--- config.mk ---
export PLATFORM = sky130hd
export DESIGN_NAME = pwr_mode_ctrl
export DESIGN_NICKNAME = d
export VERILOG_FILES = /design/src/rtl/pm_ctrl_pkg.sv /design/src/rtl/pm_cmd_decode.sv /design/src/rtl/pm_wake_eval.sv /design/src/rtl/pm_clk_enc.sv /design/src/rtl/pwr_mode_ctrl.sv
export SDC_FILE = /design/constraint.sdc
export NUM_CORES = 1
export LEC_CHECK = 0
export ABC_AREA = 1
export CORE_AREA = 2 2 39 41
export CTS_CLUSTER_DIAMETER = 60
export DETAILED_ROUTE_END_ITERATION = 10
export DIE_AREA = 0 0 41 43
export PLACE_DENSITY = 0.66
export SLEW_MARGIN = 20
export SYNTH_ARGS = -nofsm -noshare
export SYNTH_HDL_FRONTEND = slang
export SYNTH_HIERARCHICAL = 1
export SYNTH_SLANG_ARGS = --single-unit
--- constraint.sdc ---
create_clock -name clk -period 1.4 [get_ports clk]
set_clock_uncertainty 0.05 [all_clocks]
set_input_delay 0.42 -clock clk [delete_from_list [all_inputs] [get_ports clk]]
set_output_delay 0.42 -clock clk [all_outputs]
set_load 0.01 [all_outputs]
--- src/rtl/pm_ctrl_pkg.sv ---
package pm_ctrl_pkg;

    localparam int unsigned CMD_W  = 3;
    localparam int unsigned MODE_W = 2;

    typedef enum logic [MODE_W-1:0] {
        PM_RUN   = 2'b00,
        PM_IDLE  = 2'b01,
        PM_SLEEP = 2'b10,
        PM_OFF   = 2'b11
    } pm_mode_e;

    localparam logic [CMD_W-1:0] CMD_NONE  = 3'b000;
    localparam logic [CMD_W-1:0] CMD_IDLE  = 3'b001;
    localparam logic [CMD_W-1:0] CMD_SLEEP = 3'b010;
    localparam logic [CMD_W-1:0] CMD_OFF   = 3'b011;
    localparam logic [CMD_W-1:0] CMD_SWRST = 3'b100;

    typedef struct packed {
        logic to_idle;
        logic to_sleep;
        logic to_off;
        logic soft_rst;
    } pm_cmd_t;

    typedef struct packed {
        logic cpu_en;
        logic per_en;
        logic rtc_en;
        logic in_gate;
    } pm_clk_t;

    typedef struct packed {
        pm_mode_e mode;
        logic     rst_flag;
    } pm_state_t;

    localparam pm_clk_t CLK_RUN = '{cpu_en: 1'b1, per_en: 1'b1, rtc_en: 1'b1, in_gate: 1'b0};

endpackage

--- src/rtl/pm_cmd_decode.sv ---
module pm_cmd_decode
    import pm_ctrl_pkg::*;
(
    input  logic [CMD_W-1:0] cmd,
    output pm_cmd_t          dec
);
    always_comb begin
        dec = '0;
        case (cmd)
            CMD_IDLE:  dec.to_idle  = 1'b1;
            CMD_SLEEP: dec.to_sleep = 1'b1;
            CMD_OFF:   dec.to_off   = 1'b1;
            CMD_SWRST: dec.soft_rst = 1'b1;
            default:   dec = '0;
        endcase
    end
endmodule

--- src/rtl/pm_wake_eval.sv ---
module pm_wake_eval
    import pm_ctrl_pkg::*;
(
    input  pm_mode_e mode,
    input  logic     irq_req,
    input  logic     ext_irq,
    output logic     wake
);
    // Each low-power level has its own wake set; power-down has none.
    always_comb begin
        case (mode)
            PM_IDLE:  wake = irq_req | ext_irq;
            PM_SLEEP: wake = ext_irq;
            default:  wake = 1'b0;
        endcase
    end
endmodule

--- src/rtl/pm_clk_enc.sv ---
module pm_clk_enc
    import pm_ctrl_pkg::*;
(
    input  logic     clk,
    input  logic     rst_n,
    input  pm_mode_e mode,
    input  logic     rtc_keep,
    output pm_clk_t  clk_q
);
    pm_clk_t clk_d;

    always_comb begin
        clk_d = CLK_RUN;
        case (mode)
            PM_RUN:   clk_d = CLK_RUN;
            PM_IDLE:  clk_d = '{cpu_en: 1'b0, per_en: 1'b1, rtc_en: 1'b1, in_gate: 1'b0};
            PM_SLEEP: clk_d = '{cpu_en: 1'b0, per_en: 1'b0, rtc_en: rtc_keep, in_gate: 1'b0};
            PM_OFF:   clk_d = '{cpu_en: 1'b0, per_en: 1'b0, rtc_en: rtc_keep, in_gate: 1'b1};
            default:  clk_d = CLK_RUN;
        endcase
    end

    always_ff @(posedge clk or negedge rst_n) begin
        if (!rst_n) clk_q <= CLK_RUN;
        else        clk_q <= clk_d;
    end
endmodule

--- src/rtl/pwr_mode_ctrl.sv ---
module pwr_mode_ctrl
    import pm_ctrl_pkg::*;
(
    input  logic              clk,
    input  logic              rst_n,
    input  logic [CMD_W-1:0]  mode_cmd,
    input  logic              irq_req,
    input  logic              ext_irq,
    input  logic              hw_rst_req,
    input  logic              wdt_rst_req,
    input  logic              rtc_keep,
    output logic              cpu_clk_en,
    output logic              per_clk_en,
    output logic              rtc_clk_en,
    output logic              in_gate,
    output logic              rst_active,
    output logic [MODE_W-1:0] mode_stat
);
    pm_state_t s_d, s_q;
    pm_cmd_t   dec;
    logic      wake;
    logic      any_rst;
    logic      any_irq;
    pm_clk_t   clk_q;

    pm_cmd_decode u_dec (
        .cmd (mode_cmd),
        .dec (dec)
    );

    pm_wake_eval u_wake (
        .mode    (s_q.mode),
        .irq_req (irq_req),
        .ext_irq (ext_irq),
        .wake    (wake)
    );

    always_comb begin
        s_d     = s_q;
        any_irq = irq_req | ext_irq;
        // Software reset exists only as a command, so it counts only while running.
        any_rst = hw_rst_req | wdt_rst_req | ((s_q.mode == PM_RUN) & dec.soft_rst);
        s_d.rst_flag = any_rst;
        if (any_rst) begin
            s_d.mode = PM_RUN;
        end else begin
            case (s_q.mode)
                PM_RUN: begin
                    if (!any_irq) begin
                        if      (dec.to_idle)  s_d.mode = PM_IDLE;
                        else if (dec.to_sleep) s_d.mode = PM_SLEEP;
                        else if (dec.to_off)   s_d.mode = PM_OFF;
                    end
                end
                PM_IDLE, PM_SLEEP: begin
                    if (wake) s_d.mode = PM_RUN;
                end
                default: s_d.mode = s_q.mode;
            endcase
        end
    end

    always_ff @(posedge clk or negedge rst_n) begin
        if (!rst_n) s_q <= '{mode: PM_RUN, rst_flag: 1'b1};
        else        s_q <= s_d;
    end

    pm_clk_enc u_clk (
        .clk      (clk),
        .rst_n    (rst_n),
        .mode     (s_q.mode),
        .rtc_keep (rtc_keep),
        .clk_q    (clk_q)
    );

    assign cpu_clk_en = clk_q.cpu_en;
    assign per_clk_en = clk_q.per_en;
    assign rtc_clk_en = clk_q.rtc_en;
    assign in_gate    = clk_q.in_gate;
    assign rst_active = s_q.rst_flag;
    assign mode_stat  = s_q.mode;
endmodule

=== Word-level counts from Yosys, hierarchy flattened ===
Index checks and enable logic that the tools add are counted.

* Logic and storage cells: 37
* Register bits after elaboration: 7
* Output and inout port bits: 7

* Bitwise operators: 4
* Mux-type cells: 13
* Reduce and logical (&&, ||, !) cells: 4
* Equality and inequality tests: 10

{| class="wikitable"
|+ Operators with widths
! cell !! count
|-
| $pmux W4 S4 || 1
|-
| $mux W2 || 6
|-
| $eq A3 B2 Y1 const B || 2
|-
| $ne A5 B5 Y1 const B || 1
|-
| $eq A2 B2 Y1 const B || 2
|-
| $mux W1 || 4
|-
| $pmux W2 S2 || 1
|-
| $reduce_and A4 Y1 || 1
|-
| $eq A3 B1 Y1 const B || 1
|-
| $eq A3 B3 Y1 const B || 1
|-
| $ne A3 B2 Y1 const B || 1
|-
| $ne A3 B3 Y1 const B || 1
|-
| $or A1 B1 Y1 || 3
|-
| $reduce_bool A3 Y1 || 1
|-
| $eq A2 B1 Y1 const B || 1
|-
| $logic_not A2 Y1 || 1
|-
| $pmux W1 S2 || 1
|-
| $reduce_or A2 Y1 || 1
|-
| $and A1 B1 Y1 || 1
|}

=== Longest topological paths before layout ===
Gate-level depths: netlist of the first run.

* Depth in word-level cells: 8
* Depth in mapped cells: 10
* Mapped depth without buffers: 10

=== By module ===
Netlist of the first run, hierarchy kept.

{| class="wikitable"
|+ Modules (own cells, without submodules)
! module !! area an instance (µm²) !! sequential area each (µm²) !! cells each !! times used
|-
| pwr_mode_ctrl || 241.5 || 76.3 || 35 || 1
|-
| pm_clk_enc || 126.4 || 103.8 || 10 || 1
|-
| pm_wake_eval || 48.8 || 0.0 || 7 || 1
|-
| pm_cmd_decode || 33.8 || 0.0 || 9 || 1
|}

=== Least setup slack after synthesis of the first run ===
No wires, ideal clock.

* Path kind: reg-to-reg
* Start point: register s_q, in the netlist mode_stat[0]
* End point: register s_q, in the netlist mode_stat[1]
* Path buffers: 0
* Setup slack: -0.120 ns
* Arrival: 1.398 ns
* Cell stages (with the launch flop): 11
* Clock period less this slack: 1.520 ns
* Cell sequence: dfrtp_1 > inv_1 > ha_1 > o21bai_1 > nor2_1 > nor2_2 > nor2_4 > nand3_2 > nand2_1 > inv_1 > nor2_1

{| class="wikitable"
|+ RTL lines
! item !! RTL line !! text
|-
| from (decl) || pwr_mode_ctrl.sv:19 || <nowiki>pm_state_t s_d, s_q;</nowiki>
|-
| from (signal assigned) || pwr_mode_ctrl.sv:64 || <nowiki>if (!rst_n) s_q <= '{mode: PM_RUN, rst_flag: 1'b1};</nowiki>
|-
| $eq A2 B2 Y1 or $eq A2 B1 Y1 (tied branches) || pm_wake_eval.sv:11 || <nowiki>case (mode)</nowiki>
|-
| $pmux W1 S2 * || pm_wake_eval.sv:11 ||
|-
| named net wake || pwr_mode_ctrl.sv:21 || <nowiki>logic wake;</nowiki>
|-
| $ne A3 B2 Y1 (no source line) * || -- ||
|-
| $reduce_and A4 Y1 (no source line) * || -- ||
|}

The timed path passes the listed nets; every way through them passes the cells marked *.
A chain may end at the register's enable or synchronous reset.

=== Worst setup path in the final report of the first run ===
* Start point: register s_q, in the netlist mode_stat[1]
* End point: register s_q, in the netlist mode_stat[0]

Same word-level chain as after synthesis.

==> results of run 1 <==
## power by group
group	leakage, nW	internal, mW	switching, mW
Clock	0.0150	0.108	0.0687
Combinational	0.249	0.0604	0.0570
Sequential	0.0806	0.213	0.00340
Total	0.344	0.382	0.129
## worst max-delay path by stage
| stage | from | endpoint | slack, ns | cells past startpoint |
|---|---|---|---|---|
| final | mode_stat[1] | mode_stat[0] | -0.10 | 9 |
| after global routing | mode_stat[1] | mode_stat[0] | -0.20 | 9 |
| after CTS | mode_stat[1] | mode_stat[0] | -0.11 | 9 |
| after detailed placement | mode_cmd[1] | mode_stat[0] | -0.28 | 9 |
| after global placement | mode_cmd[1] | mode_stat[0] | -0.25 | 9 |
| after floorplan | mode_stat[1] | mode_stat[0] | -0.07 | 9 |
## cells in the final DEF (no fill, tap or decap), drive strengths merged
cell	count
a21oi	1
buf	10
clkbuf	4
clkdlybuf4s15	2
clkdlybuf4s50	9
dfrtp	3
dfstp	4
ha	3
inv	18
nand2	13
nand3	1
nand4	2
nor2	13
o211ai	1
o21ai	1
o21bai	1
## state kept, by name, summed over array words and instances (netlist names)
name         count
u_clk/clk_q      4
mode_stat        2
rst_active       1
## layout make-up
class | count | area, um^2 | share of cell area
tap | 16 | 20.0 | 0.0284
sequential | 7 | 183 | 0.259
clock buffer | 4 | 26.3 | 0.0373
multi-input combinational | 36 | 235 | 0.334
inverter | 18 | 67.6 | 0.0959
timing repair buffer | 21 | 173 | 0.245
## per-stage QoR
stage	std cells	power (mW)	util	hold slack, ns
after floorplan	61	0.277	-	0.0744
after global placement	97	0.334	0.488	0.413
after detailed placement	97	0.337	0.488	0.423
after CTS	102	0.516	0.494	0.378
after global routing	102	0.549	0.509	0.386
final	102	0.511	0.509	0.372
## metal layers
metal | part of all wire | wire length, um
met1 | 0.36 | 299
met2 | 0.55 | 460
met3 | 0.091 | 76
met4 | 0 | 0
met5 | 0 | 0
## worst max-delay path, delay by kind of cell (launching register included)
family,cells,cell delay (ns)
compound gates,1,0.16
fa+ha+maj,1,0.24
buf+inv,1,0.04
simple gates,6,0.49
flops,1,0.44
## logic make-up after synthesis
group	after synthesis	share of synthesized area
buffers and inverters	18	0.150
adders and majority gates	3	0.0833
and+or+nand+nor	29	0.300
AOI/OAI and AO/OA	4	0.0666
DFF	7	0.400
## repair_timing
item | 4_1_cts | 5_1_grt
setup buffers | 1 | 0
cloned | 0 | 0
pin swaps | 4 | 2
resized for setup | 23 | 5
endpoints found under the setup margin | 9 | 4
hold endpoints to repair | 0 | 0
==> results by group, run 1 <==
Status
  • Outcome: complete, but fails checks
  • Failing checks: setup timing

Timing
  • Slew Viols, Final: 0
  • Final setup vio count: 2
  • Hold Fails Final Rpt: 0
  • Slew Limit Headroom: 0.801
  • Maximum clock rate: approximately 0.67 GHz
  • RSZ-0062 raised after global routing: true
  • Period utilization: 1.07
  • Worst-Margin Slew: between 0.2 and 0.3 ns
  • Setup TNS: -0.183 ns
  • Final Critical Period: 1.50 ns
  • Final worst setup slack: -0.103 ns

Global routing
  • Number of global-route vias before repair: between 300 and 400
  • Largest net degree at the start of global routing: 8
  • Global Route met1 Usage: 0.119
  • GRT overflow: 0
  • Global-route wire length before repair: 1.44 mm
  • Antenna violations before repair: 0
  • Routing usage on met2: 0.213
  • GR peak layer: met2
  • GR Util met3: 0.0471
  • Total GRT Usage: 0.123

Critical path
  • CP Cell Sequence: ha_4 > o21bai_4 > nor2_2 > nor2_2 > nor2_4 > nand3_2 > nand2_1 > inv_1 > nor2_1
  • Crit path kind: flip-flop to flip-flop
  • Reg-to-Reg Start: mode_stat[1]
  • CP required: around 1.5 ns
  • Worst r2r dst: mode_stat[0]
  • CP Capture Type: flip-flop
  • CP arrival: roughly 1.6 ns
  • Crit-path slowest cell: dfrtp_2
  • Slowest stage delay, CP: between 0.4 and 0.5 ns
  • Crit-path max FO: 5
  • Reg2reg setup slack: -0.10 ns
  • Worst Reg-to-Reg Cells: 9
  • Startpoint Class: flip-flop
  • CP most frequent cell: nor2_2

Synth
  • Post-synth top flop: dfstp_2
  • Synthesized area: ~450 um^2
  • Post-synth EDFFs: 0
  • Post-synth top area share: 0.233
  • Top cells by area, synth: dfstp_2 23%, dfrtp_1 17%, inv_1 15%, nand2_1 10%, ha_1 8.3%
  • Mean area per synthesized cell: between 7 and 8 um^2
  • Warnings, synthesis: 6
  • Synth area leader: dfstp_2
  • Syn_nets: 74
  • Asr flop ratio synth: 1.00
  • Seq/Total Area, Yosys: 0.400
  • Syn Inst Count: 61
  • Seq cells post-synth: 7
  • Most frequent cell after synthesis: inv_1
  • Post-synth cell types: 15
  • Post-synth top cells: 18 x inv_1, 12 x nand2_1, 10 x nor2_1

Clock network
  • Hold_buf cts: 0
  • TritonCTS clock tree: yes
  • Clk root buf: clkbuf_4
  • Clk_lat worst skew: approximately 0.25 ns
  • Clock Path Buffers: 2
  • Clock-pin slew on the worst setup and hold paths: approximately 0.050 ns
  • Htree depth: 1
  • CTS Buf Count: 3
  • CTS sink cnt: 7

Drt
  • DRC: 0
  • Vias/cell: 4.36
  • Via count: between 400 and 500
  • DRT antenna net count: 0
  • Final WL: 836 um
  • Number of DRC markers in iteration 0: 3
  • Wirelength per Cell: 8.20 um
  • 1st-pass router iterations: 3

Cells and area
  • Share of layout cells above drive strength 1: 0.360
  • Finished layout cell area: ~700 um^2
  • Area Growth Syn to Fin: 56.4%
  • Fill cells: between 150 and 200
  • Fin nets: 100
  • Diodes inserted: 0

Run
  • Max-cap violations: 0

Floorplanning
  • Row count: 14
  • Die H: about 43 um
  • Core region area: roughly 1400 um^2
  • Initial Utilization: 0.325
  • Die width: 41 um
  • I/O Pins: 17
  • Die area: between 1500 and 2000 um^2

Placement
  • HPWL after detailed placement: approximately 670 um
  • PortBufs: 16
  • Dpl cell area: approximately 680 um^2
  • RD Place Congestion: ~0.74
  • Pre-CTS WS: -0.281 ns

Power
  • Leak: 0.344 nW
  • Maximum VDD drop: between 200 and 300 uV
  • Power per cell area: ~720 nW/um^2

Hold path
  • Worst Hold Class: primary input to asynchronous set/reset pin
(Power assumes the default switching activity.)
==> inputs of run 2 (changes only) <==
--- a/config.mk
+++ b/config.mk
@@ -5,12 +5,11 @@
 export SDC_FILE = /design/constraint.sdc
 export NUM_CORES = 1
 export LEC_CHECK = 0
-export ABC_AREA = 1
 export CORE_AREA = 2 2 39 41
 export CTS_CLUSTER_DIAMETER = 60
 export DETAILED_ROUTE_END_ITERATION = 10
 export DIE_AREA = 0 0 41 43
-export PLACE_DENSITY = 0.66
+export PLACE_DENSITY = 0.61
 export SLEW_MARGIN = 20
 export SYNTH_ARGS = -nofsm -noshare
 export SYNTH_HDL_FRONTEND = slang
==> run 2 against run 1 <==
Critical path type unchanged. First-iteration DRC count rose by 100%. Worst setup slack got worse by 0.12 ns. Combinational power decreased by 6%. Worst hold slack improved by 0.0037 ns. The run still ends with setup timing left. Maximum frequency is 7.4% lower. Total power down 1.2%.
==> results by group, run 2 <==
Synth
  • Post-synth top cells: 7 x inv_1, 4 x dfstp_2
  • Post-synth EDFFs: 0
  • Warnings, synthesis: 6
  • Post-synth cell types: 19
  • Mean area per synthesized cell: a little over 10 um^2
  • Synth area leader: dfstp_2
  • Syn_nets: 52
  • Post-synth top flop: dfstp_2
  • Synthesized area: approximately 400 um^2
  • Syn Inst Count: 39
  • Asr flop ratio synth: 1.00
  • Top cells by area, synth: dfstp_2 26%, dfrtp_1 19%, ha_1 9.3%, inv_1 6.5%, nor3b_1 5.6%
  • Post-synth top area share: 0.262
  • Seq/Total Area, Yosys: 0.449
  • Most frequent cell after synthesis: inv_1
  • Seq cells post-synth: 7

Power
  • Leak: ~0.31 nW
  • Power per cell area: a little under 700 nW/um^2
  • Power Total: 0.504 mW
  • Maximum VDD drop: roughly 290 uV

Floorplanning
  • Initial Utilization: 0.290
  • Core region area: about 1400 um^2
  • Die area: roughly 1800 um^2
  • Row count: 14
  • I/O Pins: 17
  • Die width: about 40 um
  • Die H: between 40 and 50 um

Clock network
  • Htree depth: 1
  • Hold_buf cts: 0
  • CTS sink cnt: 7
  • Clk root buf: clkbuf_4
  • CTS Buf Count: 3
  • TritonCTS clock tree: yes
  • Clk_lat worst skew: around 0.25 ns
  • Clock Path Buffers: 2
  • Clock-pin slew on the worst setup and hold paths: 0.05 ns

Global routing
  • Antenna violations before repair: 0
  • Global-route wire length before repair: approximately 1.5 mm
  • Total GRT Usage: 0.130
  • GRT overflow: 0
  • Largest net degree at the start of global routing: 8
  • Number of global-route vias before repair: ~380

Critical path
  • Crit path to: mode_stat[0]
  • Slowest stage delay, CP: about 0.43 ns
  • Startpoint Class: flip-flop
  • CP arrival: approximately 1.7 ns
  • CP required: about 1.5 ns
  • Crit-path slowest cell: dfrtp_2
  • Crit-path max FO: 4
  • CP Cell Sequence: buf_6 > inv_4 > ha_4 > o21ai_2 > a21oi_2 > mux2i_2 > o311a_1 > a31o_1
  • Worst r2r dst: mode_stat[0]
  • Reg-to-Reg Start: mode_stat[1]
  • Reg2reg setup slack: -0.22 ns
  • Worst Reg-to-Reg Cells: 8
  • Origin of the worst setup path: mode_stat[1]
  • Crit path kind: flip-flop to flip-flop
  • CP Capture Type: flip-flop

Drt
  • Final WL: ~930 um
  • DRT antenna net count: 0
  • 1st-pass router iterations: 4
  • DRC: 0
  • Vias/cell: about 4.5
  • Number of DRC markers in iteration 0: 6
  • Via count: between 300 and 400
  • Wirelength per Cell: ~11 um

Cells and area
  • Area Growth Syn to Fin: 80.7%
  • Most common cell after layout, fill and taps aside: dlygate4sd2_1
  • Fin nets: 80
  • Post-layout util: 0.524
  • Non-Filler Instances: ~80
  • Commonest cells after routing, fill and taps aside: 6 x dlygate4sd2_1, 5 x clkdlybuf4s50_1, 5 x buf_4, 4 x buf_2, 4 x dfstp_2
  • Diodes inserted: 0
  • Largest Register: u_clk/clk_q
  • Max reg flops: 4
  • Share of layout cells above drive strength 1: 0.561

Timing
  • Worst-Margin Slew: approximately 0.39 ns
  • Final worst setup slack: -0.223 ns
  • Period utilization: 1.16
  • Final setup vio count: 3
  • Hold_ws: about 0.38 ns
  • Maximum clock rate: around 0.62 GHz
  • Slew Limit Headroom: 0.741
  • Final Critical Period: approximately 1.6 ns
  • RSZ-0062 raised after global routing: true
  • Hold Fails Final Rpt: 0
  • Slew Viols, Final: 0

Placement
  • PortBufs: 16
  • Placed insts: 74
  • Pre-CTS WS: -0.631 ns
  • HPWL after detailed placement: 681 um
  • RD Place Congestion: between 0.6 and 0.7

Run
  • Max-cap violations: 0

Hold path
  • Worst Hold Class: primary input to asynchronous set/reset pin

Status
  • Outcome: complete, but fails checks
  • Failing checks: setup timing
run 2: how the worst min path moves through the flow:
stage | cells after the start | to | from | slack (ns)
final | 1 | u_clk/clk_q[0] | rst_n | 0.38
after global routing | 1 | u_clk/clk_q[0] | rst_n | 0.39
after CTS | 1 | u_clk/clk_q[0] | rst_n | 0.38
after detailed placement | 1 | u_clk/clk_q[3] | mode_stat[0] | 0.47
after global placement | 1 | u_clk/clk_q[3] | mode_stat[0] | 0.47
after floorplan | 0 | mode_stat[0] | rst_n | 0.07
run 2: metal layers:
| layer | vias up | track usage | wire length, um |
|---|---|---|---|
| met5 | - | 0 | 0 |
| met4 | 0 | 0.0733 | 0 |
| met3 | 0 | 0.0524 | 54 |
| met2 | 13 | 0.216 | 524 |
| met1 | 173 | 0.127 | 353 |
| li1 | 187 | - | - |
run 2: logic make-up (layout without fill, tap and decap cells):
logic type / after synthesis / after routing / share of synthesized area
mux: 2 / 2 / 0.0498
compound gates: 7 / 7 / 0.134
flops: 7 / 7 / 0.449
buf+inv: 7 / 34 / 0.0654
fa+ha+maj: 3 / 3 / 0.0935
simple gates: 13 / 13 / 0.209
run 2: worst max-delay path: cells and delay by family, from the launching register on:
family / cells / cell delay, ns
compound gates: 4 / 0.64
fa+ha+maj: 1 / 0.11
buf+inv: 2 / 0.18
flops: 1 / 0.43
mux: 1 / 0.10
run 2: layout make-up:
cell class / count / area (um^2)
Sequential cell: 7 / 183
Clock buffer: 4 / 26.3
Tap cell: 16 / 20.0
Timing Repair Buffer: 23 / 188
Multi-Input combinational cell: 25 / 280
Fill cell: 147 / 658
Inverter: 7 / 28.8
run 2: power by group:
| part | switching (mW) | internal, mW | total [mW] |
|---|---|---|---|
| clock network | 0.0718 | 0.109 | 0.180 |
| logic | 0.0493 | 0.0608 | 0.110 |
| registers | 0.00264 | 0.211 | 0.214 |
| total | 0.124 | 0.381 | 0.504 |
run 2: stage by stage:
| step | area (um^2) | setup TNS [ns] |
|---|---|---|
| floorplan | 468 | -0.199 |
| detailed placement | 671 | -2.02 |
| CTS | 727 | -0.422 |
| finish | 726 | -0.413 |
| global route | 726 | -0.534 |
| global placement | 671 | -1.96 |
run 2: timing repair:
| action | 4_1_cts | 5_1_grt |
|---|---|---|
| gates resized for setup | 30 | 2 |
| buffers inserted | 4 | 0 |
| setup endpoints to repair | 10 | 4 |
| hold endpoints to repair | 0 | 0 |
| pin swaps | 4 | 0 |
